**src/rtl/pac_pkg.sv**
```systemverilog
package pac_pkg;

  typedef enum logic [1:0] {
    KIND_NONE    = 2'd0,
    KIND_PRIMARY = 2'd1,
    KIND_PSEUDO  = 2'd2,
    KIND_MISS    = 2'd3
  } pac_kind_e;

  typedef enum logic [2:0] {
    ST_IDLE = 3'd0,
    ST_PRI  = 3'd1,
    ST_ALT  = 3'd2,
    ST_FILL = 3'd3,
    ST_WMEM = 3'd4,
    ST_RSP  = 3'd5
  } pac_state_e;

endpackage

```
**src/rtl/pac_rst_sync.sv**
```systemverilog
module pac_rst_sync #(
  parameter int STAGES = 2
) (
  input  logic clk,
  input  logic rst_n,
  output logic rst_sync_n
);

  logic [STAGES-1:0] sync_q;

  always_ff @(posedge clk or negedge rst_n) begin
    if (!rst_n) sync_q <= '0;
    else        sync_q <= {sync_q[STAGES-2:0], 1'b1};
  end

  assign rst_sync_n = sync_q[STAGES-1];

endmodule

```
**src/rtl/pac_frame_store.sv**
```systemverilog
module pac_frame_store #(
  parameter int IDX_W  = 3,
  parameter int LT_W   = 12,
  parameter int DATA_W = 32
) (
  input  logic              clk,
  input  logic              rst_n,
  input  logic [IDX_W-1:0]  rd_a_idx,
  output logic              rd_a_vld,
  output logic [LT_W-1:0]   rd_a_tag,
  output logic [DATA_W-1:0] rd_a_data,
  input  logic [IDX_W-1:0]  rd_b_idx,
  output logic              rd_b_vld,
  output logic [LT_W-1:0]   rd_b_tag,
  output logic [DATA_W-1:0] rd_b_data,
  input  logic              wr_a_en,
  input  logic [IDX_W-1:0]  wr_a_idx,
  input  logic              wr_a_vld,
  input  logic [LT_W-1:0]   wr_a_tag,
  input  logic [DATA_W-1:0] wr_a_data,
  input  logic              wr_b_en,
  input  logic [IDX_W-1:0]  wr_b_idx,
  input  logic              wr_b_vld,
  input  logic [LT_W-1:0]   wr_b_tag,
  input  logic [DATA_W-1:0] wr_b_data
);

  localparam int FRAMES = 1 << IDX_W;

  logic [FRAMES-1:0] vld_vec;
  logic [LT_W-1:0]   tag_arr  [FRAMES];
  logic [DATA_W-1:0] data_arr [FRAMES];

  for (genvar g = 0; g < FRAMES; g++) begin : g_frame
    logic              sel_a;
    logic              sel_b;
    logic              vld_q;
    logic [LT_W-1:0]   tag_q;
    logic [DATA_W-1:0] data_q;

    assign sel_a = wr_a_en && (wr_a_idx == IDX_W'(g));
    assign sel_b = wr_b_en && (wr_b_idx == IDX_W'(g));

    always_ff @(posedge clk or negedge rst_n) begin
      if (!rst_n)     vld_q <= 1'b0;
      else if (sel_a) vld_q <= wr_a_vld;
      else if (sel_b) vld_q <= wr_b_vld;
    end

    always_ff @(posedge clk) begin
      if (sel_a) begin
        tag_q  <= wr_a_tag;
        data_q <= wr_a_data;
      end else if (sel_b) begin
        tag_q  <= wr_b_tag;
        data_q <= wr_b_data;
      end
    end

    assign vld_vec[g]  = vld_q;
    assign tag_arr[g]  = tag_q;
    assign data_arr[g] = data_q;
  end

  assign rd_a_vld  = vld_vec[rd_a_idx];
  assign rd_a_tag  = tag_arr[rd_a_idx];
  assign rd_a_data = data_arr[rd_a_idx];
  assign rd_b_vld  = vld_vec[rd_b_idx];
  assign rd_b_tag  = tag_arr[rd_b_idx];
  assign rd_b_data = data_arr[rd_b_idx];

endmodule

```
**src/rtl/pac_tag_match.sv**
```systemverilog
module pac_tag_match #(
  parameter int LT_W = 12
) (
  input  logic            line_vld,
  input  logic [LT_W-1:0] line_tag,
  input  logic [LT_W-1:0] probe_tag,
  output logic            hit
);

  assign hit = line_vld && (line_tag == probe_tag);

endmodule

```
**src/rtl/pac_probe_seq.sv**
```systemverilog
module pac_probe_seq
  import pac_pkg::*;
#(
  parameter int ADDR_W = 16,
  parameter int DATA_W = 32,
  parameter int IDX_W  = 3,
  parameter int OFF_W  = 2,
  parameter int TAG_W  = 11,
  parameter int LT_W   = 12
) (
  input  logic              clk,
  input  logic              rst_n,
  input  logic              req_valid,
  output logic              req_ready,
  input  logic              req_write,
  input  logic [ADDR_W-1:0] req_addr,
  input  logic [DATA_W-1:0] req_wdata,
  output logic              rsp_valid,
  output logic [1:0]        rsp_kind,
  output logic [DATA_W-1:0] rsp_rdata,
  output logic              mem_req_valid,
  output logic              mem_req_write,
  output logic [ADDR_W-1:0] mem_req_addr,
  output logic [DATA_W-1:0] mem_req_wdata,
  input  logic              mem_ack,
  input  logic [DATA_W-1:0] mem_rdata,
  output logic [IDX_W-1:0]  prim_idx,
  output logic [IDX_W-1:0]  alt_idx,
  output logic [LT_W-1:0]   probe_tag,
  input  logic              hit_a,
  input  logic              hit_b,
  input  logic              a_vld,
  input  logic [LT_W-1:0]   a_tag,
  input  logic [DATA_W-1:0] a_data,
  input  logic              b_vld,
  input  logic [LT_W-1:0]   b_tag,
  input  logic [DATA_W-1:0] b_data,
  output logic              wa_en,
  output logic              wa_vld,
  output logic [LT_W-1:0]   wa_tag,
  output logic [DATA_W-1:0] wa_data,
  output logic              wb_en,
  output logic              wb_vld,
  output logic [LT_W-1:0]   wb_tag,
  output logic [DATA_W-1:0] wb_data
);

  localparam logic [IDX_W-1:0] MSB_MASK = IDX_W'(1) << (IDX_W - 1);

  pac_state_e        state_q, state_d;
  logic [ADDR_W-1:0] addr_q;
  logic              wr_q;
  logic [DATA_W-1:0] wdata_q;
  pac_kind_e         kind_q, kind_d;
  logic [DATA_W-1:0] rdata_q, rdata_d;
  logic              cap_en;

  logic [IDX_W-1:0]  cur_idx;
  logic [TAG_W-1:0]  cur_tag;

  assign cur_idx   = addr_q[OFF_W +: IDX_W];
  assign cur_tag   = addr_q[ADDR_W-1 -: TAG_W];
  assign prim_idx  = cur_idx;
  assign alt_idx   = cur_idx ^ MSB_MASK;
  assign probe_tag = {cur_tag, cur_idx[IDX_W-1]};

  assign cap_en = (state_q == ST_IDLE) && req_valid;

  always_comb begin
    state_d = state_q;
    kind_d  = kind_q;
    rdata_d = rdata_q;
    wa_en   = 1'b0;
    wa_vld  = 1'b0;
    wa_tag  = probe_tag;
    wa_data = wdata_q;
    wb_en   = 1'b0;
    wb_vld  = 1'b0;
    wb_tag  = probe_tag;
    wb_data = wdata_q;
    case (state_q)
      ST_IDLE: begin
        if (req_valid) state_d = ST_PRI;
      end
      ST_PRI: begin
        if (hit_a) begin
          kind_d = KIND_PRIMARY;
          if (wr_q) begin
            wa_en   = 1'b1;
            wa_vld  = 1'b1;
            state_d = ST_WMEM;
          end else begin
            rdata_d = a_data;
            state_d = ST_RSP;
          end
        end else begin
          state_d = ST_ALT;
        end
      end
      ST_ALT: begin
        if (hit_b) begin
          kind_d = KIND_PSEUDO;
          if (wr_q) begin
            wb_en   = 1'b1;
            wb_vld  = 1'b1;
            state_d = ST_WMEM;
          end else begin
            rdata_d = b_data;
            wa_en   = 1'b1;
            wa_vld  = b_vld;
            wa_tag  = b_tag;
            wa_data = b_data;
            wb_en   = 1'b1;
            wb_vld  = a_vld;
            wb_tag  = a_tag;
            wb_data = a_data;
            state_d = ST_RSP;
          end
        end else begin
          kind_d  = KIND_MISS;
          state_d = wr_q ? ST_WMEM : ST_FILL;
        end
      end
      ST_FILL: begin
        if (mem_ack) begin
          wa_en   = 1'b1;
          wa_vld  = 1'b1;
          wa_data = mem_rdata;
          wb_en   = 1'b1;
          wb_vld  = a_vld;
          wb_tag  = a_tag;
          wb_data = a_data;
          rdata_d = mem_rdata;
          state_d = ST_RSP;
        end
      end
      ST_WMEM: begin
        if (mem_ack) state_d = ST_RSP;
      end
      ST_RSP: begin
        state_d = ST_IDLE;
      end
      default: state_d = ST_IDLE;
    endcase
  end

  always_ff @(posedge clk or negedge rst_n) begin
    if (!rst_n) state_q <= ST_IDLE;
    else        state_q <= state_d;
  end

  always_ff @(posedge clk) begin
    if (cap_en) begin
      addr_q  <= req_addr;
      wr_q    <= req_write;
      wdata_q <= req_wdata;
    end
  end

  always_ff @(posedge clk) begin
    kind_q  <= kind_d;
    rdata_q <= rdata_d;
  end

  assign req_ready     = (state_q == ST_IDLE);
  assign rsp_valid     = (state_q == ST_RSP);
  assign rsp_kind      = kind_q;
  assign rsp_rdata     = rdata_q;
  assign mem_req_valid = (state_q == ST_FILL) || (state_q == ST_WMEM);
  assign mem_req_write = (state_q == ST_WMEM);
  assign mem_req_addr  = addr_q;
  assign mem_req_wdata = wdata_q;

endmodule

```
**src/rtl/pac_cache_ctrl.sv**
```systemverilog
module pac_cache_ctrl #(
  parameter int ADDR_W = 16,
  parameter int DATA_W = 32,
  parameter int IDX_W  = 3
) (
  input  logic              clk,
  input  logic              rst_n,
  input  logic              req_valid,
  output logic              req_ready,
  input  logic              req_write,
  input  logic [ADDR_W-1:0] req_addr,
  input  logic [DATA_W-1:0] req_wdata,
  output logic              rsp_valid,
  output logic [1:0]        rsp_kind,
  output logic [DATA_W-1:0] rsp_rdata,
  output logic              mem_req_valid,
  output logic              mem_req_write,
  output logic [ADDR_W-1:0] mem_req_addr,
  output logic [DATA_W-1:0] mem_req_wdata,
  input  logic              mem_ack,
  input  logic [DATA_W-1:0] mem_rdata
);

  localparam int OFF_W = $clog2(DATA_W / 8);
  localparam int TAG_W = ADDR_W - IDX_W - OFF_W;
  localparam int LT_W  = TAG_W + 1;

  logic              rst_sync_n;
  logic [IDX_W-1:0]  prim_idx, alt_idx;
  logic [LT_W-1:0]   probe_tag;
  logic              a_vld, b_vld, hit_a, hit_b;
  logic [LT_W-1:0]   a_tag, b_tag;
  logic [DATA_W-1:0] a_data, b_data;
  logic              wa_en, wa_vld, wb_en, wb_vld;
  logic [LT_W-1:0]   wa_tag, wb_tag;
  logic [DATA_W-1:0] wa_data, wb_data;

  pac_rst_sync #(.STAGES(2)) u_rst (
    .clk(clk), .rst_n(rst_n), .rst_sync_n(rst_sync_n)
  );

  pac_frame_store #(.IDX_W(IDX_W), .LT_W(LT_W), .DATA_W(DATA_W)) u_store (
    .clk(clk), .rst_n(rst_sync_n),
    .rd_a_idx(prim_idx), .rd_a_vld(a_vld), .rd_a_tag(a_tag), .rd_a_data(a_data),
    .rd_b_idx(alt_idx), .rd_b_vld(b_vld), .rd_b_tag(b_tag), .rd_b_data(b_data),
    .wr_a_en(wa_en), .wr_a_idx(prim_idx), .wr_a_vld(wa_vld), .wr_a_tag(wa_tag),
    .wr_a_data(wa_data),
    .wr_b_en(wb_en), .wr_b_idx(alt_idx), .wr_b_vld(wb_vld), .wr_b_tag(wb_tag),
    .wr_b_data(wb_data)
  );

  pac_tag_match #(.LT_W(LT_W)) u_match_pri (
    .line_vld(a_vld), .line_tag(a_tag), .probe_tag(probe_tag), .hit(hit_a)
  );

  pac_tag_match #(.LT_W(LT_W)) u_match_alt (
    .line_vld(b_vld), .line_tag(b_tag), .probe_tag(probe_tag), .hit(hit_b)
  );

  pac_probe_seq #(
    .ADDR_W(ADDR_W), .DATA_W(DATA_W), .IDX_W(IDX_W),
    .OFF_W(OFF_W), .TAG_W(TAG_W), .LT_W(LT_W)
  ) u_seq (
    .clk(clk), .rst_n(rst_sync_n),
    .req_valid(req_valid), .req_ready(req_ready), .req_write(req_write),
    .req_addr(req_addr), .req_wdata(req_wdata),
    .rsp_valid(rsp_valid), .rsp_kind(rsp_kind), .rsp_rdata(rsp_rdata),
    .mem_req_valid(mem_req_valid), .mem_req_write(mem_req_write),
    .mem_req_addr(mem_req_addr), .mem_req_wdata(mem_req_wdata),
    .mem_ack(mem_ack), .mem_rdata(mem_rdata),
    .prim_idx(prim_idx), .alt_idx(alt_idx), .probe_tag(probe_tag),
    .hit_a(hit_a), .hit_b(hit_b),
    .a_vld(a_vld), .a_tag(a_tag), .a_data(a_data),
    .b_vld(b_vld), .b_tag(b_tag), .b_data(b_data),
    .wa_en(wa_en), .wa_vld(wa_vld), .wa_tag(wa_tag), .wa_data(wa_data),
    .wb_en(wb_en), .wb_vld(wb_vld), .wb_tag(wb_tag), .wb_data(wb_data)
  );

endmodule

```
**config.mk**
```make
export PLATFORM = sky130hd
export DESIGN_NAME = pac_cache_ctrl
export DESIGN_NICKNAME = d
export VERILOG_FILES = /design/src/rtl/pac_pkg.sv /design/src/rtl/pac_rst_sync.sv /design/src/rtl/pac_frame_store.sv /design/src/rtl/pac_tag_match.sv /design/src/rtl/pac_probe_seq.sv /design/src/rtl/pac_cache_ctrl.sv
export SDC_FILE = /design/constraint.sdc
export NUM_CORES = 1
export LEC_CHECK = 0
export BUFFER_PORTS_ARGS = -buffer_cell sky130_fd_sc_hd__clkbuf_2
export CAP_MARGIN = 30
export CELL_PAD_IN_SITES_DETAIL_PLACEMENT = 1
export CELL_PAD_IN_SITES_GLOBAL_PLACEMENT = 1
export CORE_MARGIN = 8
export CORE_UTILIZATION = 50
export CTS_BUF_LIST = sky130_fd_sc_hd__clkbuf_16
export CTS_CLUSTER_SIZE = 20
export DETAILED_ROUTE_END_ITERATION = 10
export GPL_TIMING_DRIVEN = 1
export HOLD_SLACK_MARGIN = 0.12
export PLACE_DENSITY_LB_ADDON = 0.1
export SYNTH_ARGS = -nofsm -noshare
export SYNTH_HDL_FRONTEND = slang
export SYNTH_SLANG_ARGS = --single-unit
```
**constraint.sdc**
```tcl
create_clock -name clk -period 1.79 [get_ports clk]
set_input_delay 0.179 -clock clk [delete_from_list [all_inputs] [get_ports clk]]
set_output_delay 0.179 -clock clk [all_outputs]
set_load 0.03 [all_outputs]
```
==> flow_metrics.tcl, run 1 <==
set metrics [dict create \
    status "complete, but fails checks" \
    failed_checks "setup timing" \
    rows 80 \
    start_util_pct 50.74 \
    antenna_found_initial 1 \
    diodes 0 \
    layout_common_cells "435 x edfxtp_1, 353 x mux2i_1, 222 x buf_4, 170 x clkbuf_2" \
    ys_seq_elements 448 \
    die_area_mm2 0.05586 \
    clk_pin_slew_worst_paths_ps 70 \
    clockRootBuffer "clkbuf_16" \
    post_dp_cell_area_mm2 0.02866 \
    gp_congestion 0.8575 \
    fill_cells 4108 \
    max_cap_violations 0 \
    cts.htree.levels 2 \
    die_width_um 236.3 \
    synth_nets 1727 \
    synth.top_cell.area_share_pct 53.81 \
    crit_path_max_fanout 14 \
    final_cells 2897 \
    cpLargestDelayFamily "simple AND/OR/NAND/NOR gates" \
    grt_pass1_vias 20221 \
    post-dp-hpwl_mm 52.51 \
    synthAdderAreaFrac_pct 0 \
    period_needed_ps 4194 \
    vias_per_cell 7.131 \
    post-route-util_pct 72.00 \
    path_cells "buf_12 > buf_6 > and2_1 > a22o_1 > a211oi_1 > xor2_1 > nor4_4 > nand4_1 > and3_4 > buf_6 > nor4_4 > buf_4 > buf_12 > buf_12 > mux2i_2" \
    synth.area.top_cells "edfxtp_1 54%, mux2i_1 15%, mux4_2 8.0%" \
    clock_path_buffers 3 \
    cp.arrival_ps 4640 \
    p_total_uw 45230 \
    core_mm2 0.04785 \
    port_buffers 170 \
    end_kind "flip-flop" \
    synthCells 1642 \
    cpMostUsedCell "buf_12" \
    r2r_slack_ps -2400 \
    vdd.ir_drop.worst_mv 1.196 \
    ant_nets 0 \
    fin_nets 2325 \
    synth-xor-area-share_pct 0.7577 \
    synth_compound_area_share_pct 9.520 \
    clock_sinks 448 \
    insertion_delay_ps 630 \
    area_growth_pct 41.90 \
    async_reset_ff_share_pct 2.902 \
    drc_errors 0 \
    period_share_pct 234.3 \
    grt_usage_pct 31.53 \
    cp-start-kind "flip-flop" \
    power_density_mw_per_mm2 1313 \
    place_inst 2610 \
    hold_path_class "flip-flop to asynchronous set/reset pin" \
    synthSimpleGateAreaFrac_pct 3.448 \
    final_common_cell "edfxtp_1" \
    cts_tree "yes" \
    dr_total_vias 20658 \
    fmax_ghz 0.2384 \
    crit_slowest_cell "a211oi_1" \
    setup_viol 838 \
    finalWorstSetupSlack_ps -2404 \
    fin_area_mm2 0.03445 \
    routedWlPerCell_um 39.59 \
    relSlewSlack_pct 53.09 \
    dr.pass1.iters 5 \
    critPathRequiredTime_ps 2240 \
    routed_wl_mm 114.7 \
    synthFlopType "edfxtp_1" \
    ys_seq_area_share_pct 55.15 \
    synth-edff-count 435 \
    synth_top_area_cell "edfxtp_1" \
    synth_top_family_by_area "multiplexers" \
    synth.distinct_cells 59 \
    grt.overflow.total 0 \
    tightest_slew_ps 703.6 \
    drtIter0Drc 2743 \
    muxShareOfSynthArea_pct 28.12 \
    finClkSkew_ps 40.14 \
    p_leak_uw 0.01287 \
    io_pins 171 \
    critPathMaxStageDelay_ps 460 \
    path_buf_inv 6 \
    numCtsBuffers 50 \
    crit_type "flip-flop to flip-flop" \
    netlist_area_mm2 0.02428 \
    grt_pass1_wl_mm 133.5 \
    rsz0062_at_grt "yes" \
    grt_max_degree 59 \
    slew_violations 0 \
    hold_violations 0 \
    yosysWarningCount 0 \
    die_y_um 236.3 \
    layout-drive-gt1-share_pct 44.92 \
    synth.avg_cell_area_um2 14.78 \
]
## per-layer routing
layer	vias up	wire length [um]	share of wire [%]	track usage, %
li1	7799	-	-	-
met1	10418	39670	35	39.43
met2	1851	53560	47	53.75
met3	588	12960	11	6.074
met4	2	8484	7.4	12.13
met5	-	13	0.011	0
## flip-flops by register name, summed over array words and instances, names as in the netlist
register,count
u_seq.wr_q,1
u_store.g_frame.data_q,256
u_seq.rsp_rdata,32
u_store.g_frame.vld_q,8
u_seq.mem_req_addr,16
u_seq.rsp_kind,2
u_seq.mem_req_wdata,32
u_rst.sync_q,2
u_seq.state_q,3
u_store.g_frame.tag_q,96
## kinds of logic after synthesis
family / Yosys count
XOR/XNOR: 21
flip-flops: 448
AND/OR/NAND/NOR: 171
other: 1
buffers and inverters: 149
multiplexers: 560
AO/OA/AOI/OAI: 292
## worst register-to-register path, cell delays in order, from the launching register on
cell and delay, ps:
edfxtp_1 440, buf_12 180, buf_6 170, and2_1 240, a22o_1 240, a211oi_1 460, xor2_1 210, nor4_4 420
nand4_1 210, and3_4 270, buf_6 140, nor4_4 260, buf_4 190, buf_12 150, buf_12 160, mux2i_2 270
## what timing repair did
item	4_1_cts	5_1_grt
setup endpoints to repair	836	836
gates cloned	13	38
resized for setup	150	192
setup buffers	30	37
pin swaps	72	39
endpoints found under the hold margin	85	0
hold buffers	85	0
## synthesized netlist by cell type (5+ instances only)
cell      count
mux2i_1     361
nand3_1      11
and2_1        6
o21ai_0      72
a221oi_1     71
nor2b_1       5
o32ai_1       7
nand2_1      93
mux2_1       18
xnor2_1       8
xor2_1       13
dfrtp_1      13
buf_6         9
edfxtp_1    435
buf_2        35
a21oi_1      42
a22oi_1       6
a21oi_4      30
mux2_2       94
mux4_2       86
inv_1        10
buf_4        15
nor2_1       20
buf_1        12
o22ai_1       8
nand2b_1      5
clkbuf_1     67
a21oi_2      35
## cell type report
| type | count | area, um2 | area share, % |
|---|---|---|---|
| Clock buffer | 53 | 1326 | 3.850 |
| Clock inverter | 41 | 329.1 | 0.9553 |
| Inverter | 11 | 42.54 | 0.1235 |
| Multi-Input combinational cell | 1045 | 11370 | 33.01 |
| Sequential cell | 448 | 13390 | 38.87 |
| Tap cell | 615 | 769.5 | 2.234 |
| Timing Repair Buffer | 684 | 7221 | 20.96 |
## final timing paths
kind / start / endpoint / cells after the start
worst max-delay path: u_seq.mem_req_addr[2]$_DFFE_PP_ / u_store.g_frame[0].data_q[21]$_DFFE_PP_ / 15
worst min-delay path: u_rst.sync_q[1]$_DFF_PN0_ / u_store.g_frame[3].vld_q$_DFFE_PN0P_ / 0
worst max register to register: u_seq.mem_req_addr[2]$_DFFE_PP_ / u_store.g_frame[0].data_q[21]$_DFFE_PP_ / 15
worst min register to register: u_rst.sync_q[1]$_DFF_PN0_ / u_store.g_frame[3].vld_q$_DFFE_PN0P_ / 0
max in group asynchronous: rst_n / u_rst.sync_q[1]$_DFF_PN0_ / 3
min in group clk: req_wdata[16] / u_seq.mem_req_wdata[16]$_DFFE_PP_ / 2
## power by group
part           total [uW]  internal [uW]  switching [uW]
logic               19900           8180           11700
clock network       11100           6190            4890
registers           14300          13500             803
## metrics by stage
| stage | hold WS [ps] | TNS, ps | worst slack [ps] |
|---|---|---|---|
| finish | 248.3 | -1716560 | -2404 |
| global route | 283.3 | -1738070 | -2484 |
| CTS | 235.5 | -1441440 | -1973 |
| detailed placement | -2.695 | -1520940 | -2152 |
| global placement | -6.579 | -1462880 | -2070 |
| floorplan | -116.6 | -1620450 | -2695 |
Note: power is estimated with default switching activity, not from simulation.
==> run 2: changes to the inputs <==
--- a/config.mk
+++ b/config.mk
@@ -9,9 +9,10 @@
 export CAP_MARGIN = 30
 export CELL_PAD_IN_SITES_DETAIL_PLACEMENT = 1
 export CELL_PAD_IN_SITES_GLOBAL_PLACEMENT = 1
+export CORE_ASPECT_RATIO = 0.75
 export CORE_MARGIN = 8
 export CORE_UTILIZATION = 50
-export CTS_BUF_LIST = sky130_fd_sc_hd__clkbuf_16
+export CTS_BUF_LIST = sky130_fd_sc_hd__clkbuf_8
 export CTS_CLUSTER_SIZE = 20
 export DETAILED_ROUTE_END_ITERATION = 10
 export GPL_TIMING_DRIVEN = 1
==> flow_metrics.tcl, run 2 (same netlist as run 1, synthesis figures left out) <==
set metrics [dict create \
    clock_sinks 448 \
    hold-worst-slack_ps 187.6 \
    cts_tree "yes" \
    period_needed_ps 4018 \
    regMostFlops "u_store.g_frame.data_q" \
    area_growth_pct 32.50 \
    core_mm2 0.04835 \
    cp-start-kind "flip-flop" \
    tightest_slew_ps 1040 \
    comb_power_share_pct 42.6 \
    setup_viol 789 \
    holdPathStages 2 \
    antenna_found_initial 2 \
    path_cells "buf_6 > buf_8 > mux4_2 > mux2i_1 > xor2_1 > nand3_2 > or4_4 > nor4_4 > buf_4 > a21oi_4 > buf_12 > clkbuf_16 > a21oi_4 > mux2i_1" \
    cpLargestDelayFamily "simple AND/OR/NAND/NOR gates" \
    fin_nets 2299 \
    crit_type "flip-flop to flip-flop" \
    critPathMaxStageDelay_ps 550 \
    failed_checks "setup timing" \
    crit_path_max_fanout 8 \
    p_leak_uw 0.01199 \
    top_regs "u_store.g_frame.data_q (256), u_store.g_frame.tag_q (96)" \
    slew_violations 0 \
    r2r_slack_ps -2230 \
    pre_cts_slack_ps -2223 \
    status "complete, but fails checks" \
    cts.htree.levels 3 \
    grt_pass1_vias 19982 \
    rsz0062_at_grt "yes" \
    die_width_um 270.4 \
    cp.arrival_ps 4430 \
    path_buf_inv 5 \
    reg2reg_depth 14 \
    period_share_pct 224.4 \
    p_int_uw 25010 \
    fmax_ghz 0.2489 \
    vdd.ir_drop.worst_mv 0.8477 \
    power_density_mw_per_mm2 1252 \
    final_common_cell "edfxtp_1" \
    routedWlPerCell_um 31.58 \
    ff_latch_area_mm2 0.01339 \
    end_kind "flip-flop" \
    switching_power_uw 15250 \
    min-delay-start "req_wdata[15]" \
    layout_common_cells "435 x edfxtp_1, 358 x mux2i_1, 264 x buf_4, 170 x clkbuf_2, 91 x nand2_1" \
    max_cap_violations 0 \
    power.share.switching_pct 37.89 \
    grt_pass1_wl_mm 129.4 \
    rows 70 \
    hold-path-endpoint "u_seq.mem_req_wdata[15]$_DFFE_PP_" \
    layout-drive-gt1-share_pct 41.90 \
    ant_nets 0 \
    routed_wl_mm 92.28 \
    crit_slowest_cell "or4_4" \
    port_buffers 170 \
    relSlewSlack_pct 30.69 \
    finClkSkew_ps 39.45 \
    hold_path_class "input port to flip-flop" \
    insertion_delay_ps 710 \
    io_pins 171 \
    multi_input_area_mm2 0.01079 \
    grt_max_degree 58 \
    hold_violations 0 \
    path_depth 14 \
    clock_power_share_pct 22.2 \
    gp_congestion 0.8856 \
    grt.overflow.total 0 \
    clockRootBuffer "clkbuf_8" \
    critPathRequiredTime_ps 2200 \
    dr.pass1.iters 5 \
    dr_total_vias 18800 \
    finalWorstSetupSlack_ps -2228 \
    grt_usage_pct 30.77 \
    power_frac_seq_pct 35.2 \
    die_y_um 206.8 \
    clk_pin_slew_worst_paths_ps 80 \
    die_area_mm2 0.05593 \
    largest_register_ffs 256 \
    fill_cells 4513 \
    start_util_pct 50.21 \
    numCtsBuffers 75 \
    clock_path_buffers 3 \
    r2r-start "u_seq.mem_req_addr[2]$_DFFE_PP_" \
    r2r_end "u_store.g_frame[0].data_q[9]$_DFFE_PP_" \
    post-dp-hpwl_mm 54.97 \
    drtIter0Drc 2007 \
    vias_per_cell 6.434 \
    drc_errors 0 \
]
run 2: cell count changes in the layout (fill, tap and decap cells not counted), moves of 11 or more:
cell / before / now
o21ai_1: 15 / 2
a221oi_1: 56 / 71
o21ai_0: 57 / 71
buf_16: 19 / 5
inv_1: 22 / 34
buf_12: 79 / 60
clkbuf_8: 0 / 82
buf_4: 222 / 264
buf_6: 63 / 35
a221oi_2: 11 / 0
mux2_2: 23 / 49
a21oi_4: 63 / 51
clkbuf_16: 86 / 10
mux2_4: 85 / 55
run 2: final cells by class:
type | count | share of cell area (%)
flip-flops and latches | 448 | 41.62
clock buffers | 82 | 3.509
clock inverters | 53 | 0.7896
multi-input cells | 1045 | 33.55
repair buffers | 633 | 17.86
diodes | 2 | 0.01556
inverters | 11 | 0.1323
well taps | 648 | 2.521
run 2: worst max path at each step:
| stage | startpoint | to |
|---|---|---|
| after global routing | u_seq.mem_req_addr[2]$_DFFE_PP_ | u_store.g_frame[0].data_q[9]$_DFFE_PP_ |
| after CTS | u_seq.mem_req_addr[2]$_DFFE_PP_ | u_store.g_frame[7].data_q[11]$_DFFE_PP_ |
| final | u_seq.mem_req_addr[2]$_DFFE_PP_ | u_store.g_frame[0].data_q[9]$_DFFE_PP_ |
| after global placement | u_seq.mem_req_addr[2]$_DFFE_PP_ | u_store.g_frame[1].data_q[9]$_DFFE_PP_ |
| after floorplan | u_seq.mem_req_addr[2]$_DFFE_PP_ | u_store.g_frame[0].data_q[0]$_DFFE_PP_ |
| after detailed placement | u_seq.mem_req_addr[2]$_DFFE_PP_ | u_store.g_frame[7].data_q[30]$_DFFE_PP_ |
run 2: metal layers:
layer / share of wire (%) / vias to the layer above / wire length (um) / global-route usage (%)
met2: 49 / 1029 / 44820 / 50.93
met4: 3.1 / 2 / 2850 / 10.82
met5: 0.014 / - / 13 / 0
met1: 40 / 9829 / 37330 / 40.34
met3: 7.9 / 215 / 7264 / 6.480
li1: - / 7725 / - / -
run 2: power groups by stage:
stage	registers, uW	logic [uW]	clock network, uW
2_1_floorplan	15100	8300	0
3_3_place_gp	14200	14700	0
3_5_place_dp	14300	15400	0
4_1_cts	14100	16100	8920
5_1_grt	14200	17900	9420
6_report	14200	17200	8940
run 2: timing repair:
action | in CTS | in global routing
pin swaps | 28 | 42
gates resized for setup | 59 | 66
endpoints found under the setup margin | 789 | 813
cloned | 7 | 10
endpoints found under the hold margin | 134 | 0
hold buffers | 85 | 0
setup buffers | 13 | 17
run 2: through the flow:
stage | area (um2) | std cells | total power, uW | TNS [ps] | util, %
4_1_cts | 31550 | 2899 | 39110 | -1537540 | 65.26
3_5_place_dp | 28750 | 2659 | 29660 | -1562150 | 59.46
6_report | 32170 | 2922 | 40260 | -1599650 | 66.53
5_1_grt | 32160 | 2921 | 41530 | -1647330 | 66.53
2_1_floorplan | 24610 | 1642 | 23430 | -1620450 | -
3_3_place_gp | 28750 | 2659 | 28900 | -1498590 | 59.46
==> run 3: changes to the inputs <==
--- a/config.mk
+++ b/config.mk
@@ -7,11 +7,11 @@
 export LEC_CHECK = 0
 export BUFFER_PORTS_ARGS = -buffer_cell sky130_fd_sc_hd__clkbuf_2
 export CAP_MARGIN = 30
-export CELL_PAD_IN_SITES_DETAIL_PLACEMENT = 1
-export CELL_PAD_IN_SITES_GLOBAL_PLACEMENT = 1
+export CELL_PAD_IN_SITES_DETAIL_PLACEMENT = 0
+export CELL_PAD_IN_SITES_GLOBAL_PLACEMENT = 2
 export CORE_ASPECT_RATIO = 0.75
 export CORE_MARGIN = 8
-export CORE_UTILIZATION = 50
+export CORE_UTILIZATION = 46
 export CTS_BUF_LIST = sky130_fd_sc_hd__clkbuf_8
 export CTS_CLUSTER_SIZE = 20
 export DETAILED_ROUTE_END_ITERATION = 10
==> flow_metrics.tcl, run 3 (same netlist as run 1, synthesis figures left out) <==
set metrics [dict create \
    crit_type "flip-flop to flip-flop" \
    power_frac_seq_pct 33.9 \
    slew_violations 0 \
    min-delay-start "req_wdata[11]" \
    crit_path_max_fanout 8 \
    finalWorstSetupSlack_ps -2073 \
    hold_violations 0 \
    fin_nets 2414 \
    pre_cts_slack_ps -2116 \
    vdd.ir_drop.worst_mv 0.7526 \
    clock_path_buffers 3 \
    hold_path_class "input port to flip-flop" \
    area_growth_pct 44.58 \
    cp.arrival_ps 4270 \
    port_buffers 170 \
    post-dp-hpwl_mm 50.03 \
    cts_tree "yes" \
    final_common_cell "edfxtp_1" \
    drtIter0Drc 1873 \
    power_density_mw_per_mm2 1192 \
    grt.overflow.total 0 \
    io_pins 171 \
    end_kind "flip-flop" \
    crit_slowest_cell "mux4_2" \
    die_width_um 281.3 \
    die_y_um 214.9 \
    period_share_pct 215.8 \
    vias_per_cell 5.994 \
    dr.pass1.iters 7 \
    p_leak_uw 0.01316 \
    comb_power_share_pct 45.7 \
    period_needed_ps 3863 \
    diodes 0 \
    grt_pass1_wl_mm 118.7 \
    drc_errors 0 \
    holdPathStages 2 \
    insertion_delay_ps 680 \
    numCtsBuffers 75 \
    routedWlPerCell_um 28.81 \
    power.share.switching_pct 36.68 \
    top_regs "u_store.g_frame.data_q (256), u_store.g_frame.tag_q (96)" \
    post-route-util_pct 66.71 \
    rows 73 \
    gp_congestion 0.8311 \
    die_area_mm2 0.06046 \
    critPathRequiredTime_ps 2200 \
    ant_nets 0 \
    r2r_end "u_store.g_frame[5].data_q[12]$_DFFE_PP_" \
    r2r-start "u_seq.mem_req_addr[2]$_DFFE_PP_" \
    critPathMaxStageDelay_ps 490 \
    antenna_found_initial 0 \
    clk_pin_slew_worst_paths_ps 60 \
    reg2reg_depth 16 \
    dr_total_vias 18570 \
    p_total_uw 41830 \
    core_mm2 0.05261 \
    routed_wl_mm 89.26 \
    path_cells "buf_12 > buf_8 > buf_4 > mux2i_2 > mux4_2 > xor2_2 > nand3_2 > or4_4 > nor4_4 > buf_4 > a21oi_4 > buf_6 > buf_8 > buf_16 > a21oi_4 > mux2i_1" \
    clockRootBuffer "clkbuf_8" \
    switching_power_uw 15340 \
    finClkSkew_ps 37.85 \
    relSlewSlack_pct 53.12 \
    start_util_pct 46.14 \
    clock_sinks 448 \
    r2r_slack_ps -2070 \
    p_int_uw 26490 \
    cp-start-kind "flip-flop" \
    tns_ps -1496930 \
    largest_register_ffs 256 \
    grt_usage_pct 26.20 \
    grt_pass1_vias 18285 \
    tightest_slew_ps 703.1 \
    fmax_ghz 0.2589 \
    layout-drive-gt1-share_pct 46.77 \
    hold-path-endpoint "u_seq.mem_req_wdata[11]$_DFFE_PP_" \
    rsz0062_at_grt "yes" \
    failed_checks "setup timing" \
    cts.htree.levels 3 \
    layout_common_cells "435 x edfxtp_1, 356 x mux2i_1, 245 x buf_4, 163 x clkbuf_2, 89 x buf_12" \
    regMostFlops "u_store.g_frame.data_q" \
    grt_max_degree 59 \
    fill_cells 3808 \
    clock_power_share_pct 20.5 \
    setup_viol 823 \
    status "complete, but fails checks" \
    max_cap_violations 0 \
]
-- run 3: cell count changes in the layout (fill, tap and decap cells not counted), moves of 21 or more --
cell       before  now
buf_6          35   74
buf_8           3   34
buf_12         60   89
mux2_4         55   79
clkbuf_16      10   33
mux2_2         49   27
a221oi_1       71   50
-- run 3: repair_timing --
item                                    CTS  global route
cloned                                   16            44
buffers inserted                         42            49
endpoints found under the setup margin  789           839
hold buffers                             85             0
pin swaps                                62            66
resized for setup                       147           272
hold endpoints to repair                153             0
-- run 3: power by group through the flow --
stage	clock network [uW]	logic (uW)	registers (uW)
2_1_floorplan	0	8300	15100
3_3_place_gp	0	14800	14200
3_5_place_dp	0	15100	14300
4_1_cts	8660	16400	14100
5_1_grt	9080	20100	14200
6_report	8570	19100	14200
-- run 3: worst max-delay path, delay by kind of cell (launching register included) --
family	cells	cell delay (ps)
muxes	3	780
and+or+nand+nor	3	720
AOI/OAI and AO/OA	2	360
DFF	1	430
xor gates and xnor gates	1	210
buffers and inverters	7	1070
-- run 3: routing by layer --
layer,global-route usage (%),wire length [um]
met1,36.56,38110
met2,41.38,41610
met3,4.580,7141
met4,8.563,2390
met5,0,0
-- run 3: cell type report --
class | count | area, um2 | share of cell area, %
Timing Repair Buffer | 748 | 8097 | 23.07
Inverter | 11 | 42.54 | 0.1212
Multi-Input combinational cell | 1045 | 11350 | 32.33
Tap cell | 712 | 890.9 | 2.538
Clock inverter | 57 | 271.5 | 0.7736
Sequential cell | 448 | 13390 | 38.15
Clock buffer | 77 | 1060 | 3.019
-- run 3: how the worst max path moves through the flow --
stage / start / to / slack (ps) / depth (start not counted)
6_report: u_seq.mem_req_addr[2]$_DFFE_PP_ / u_store.g_frame[5].data_q[12]$_DFFE_PP_ / -2070 / 16
5_1_grt: u_seq.mem_req_addr[2]$_DFFE_PP_ / u_store.g_frame[1].data_q[3]$_DFFE_PP_ / -2170 / 15
4_1_cts: u_seq.mem_req_addr[2]$_DFFE_PP_ / u_store.g_frame[0].tag_q[7]$_DFFE_PP_ / -2040 / 16
3_5_place_dp: u_seq.mem_req_addr[2]$_DFFE_PP_ / u_store.g_frame[3].data_q[7]$_DFFE_PP_ / -2120 / 13
3_3_place_gp: u_seq.mem_req_addr[2]$_DFFE_PP_ / u_store.g_frame[5].data_q[18]$_DFFE_PP_ / -2050 / 13
2_1_floorplan: u_seq.mem_req_addr[2]$_DFFE_PP_ / u_store.g_frame[0].data_q[0]$_DFFE_PP_ / -2690 / 12
-- run 3: metrics by stage --
step                area [um2]  std cells  hold WS [ps]
global placement         29020       2739        -34.41
finish                   35100       3098         216.7
detailed placement       29020       2739        -25.98
CTS                      32660       3014         174.6
global route             35100       3098         194.7
floorplan                24610       1642        -116.6
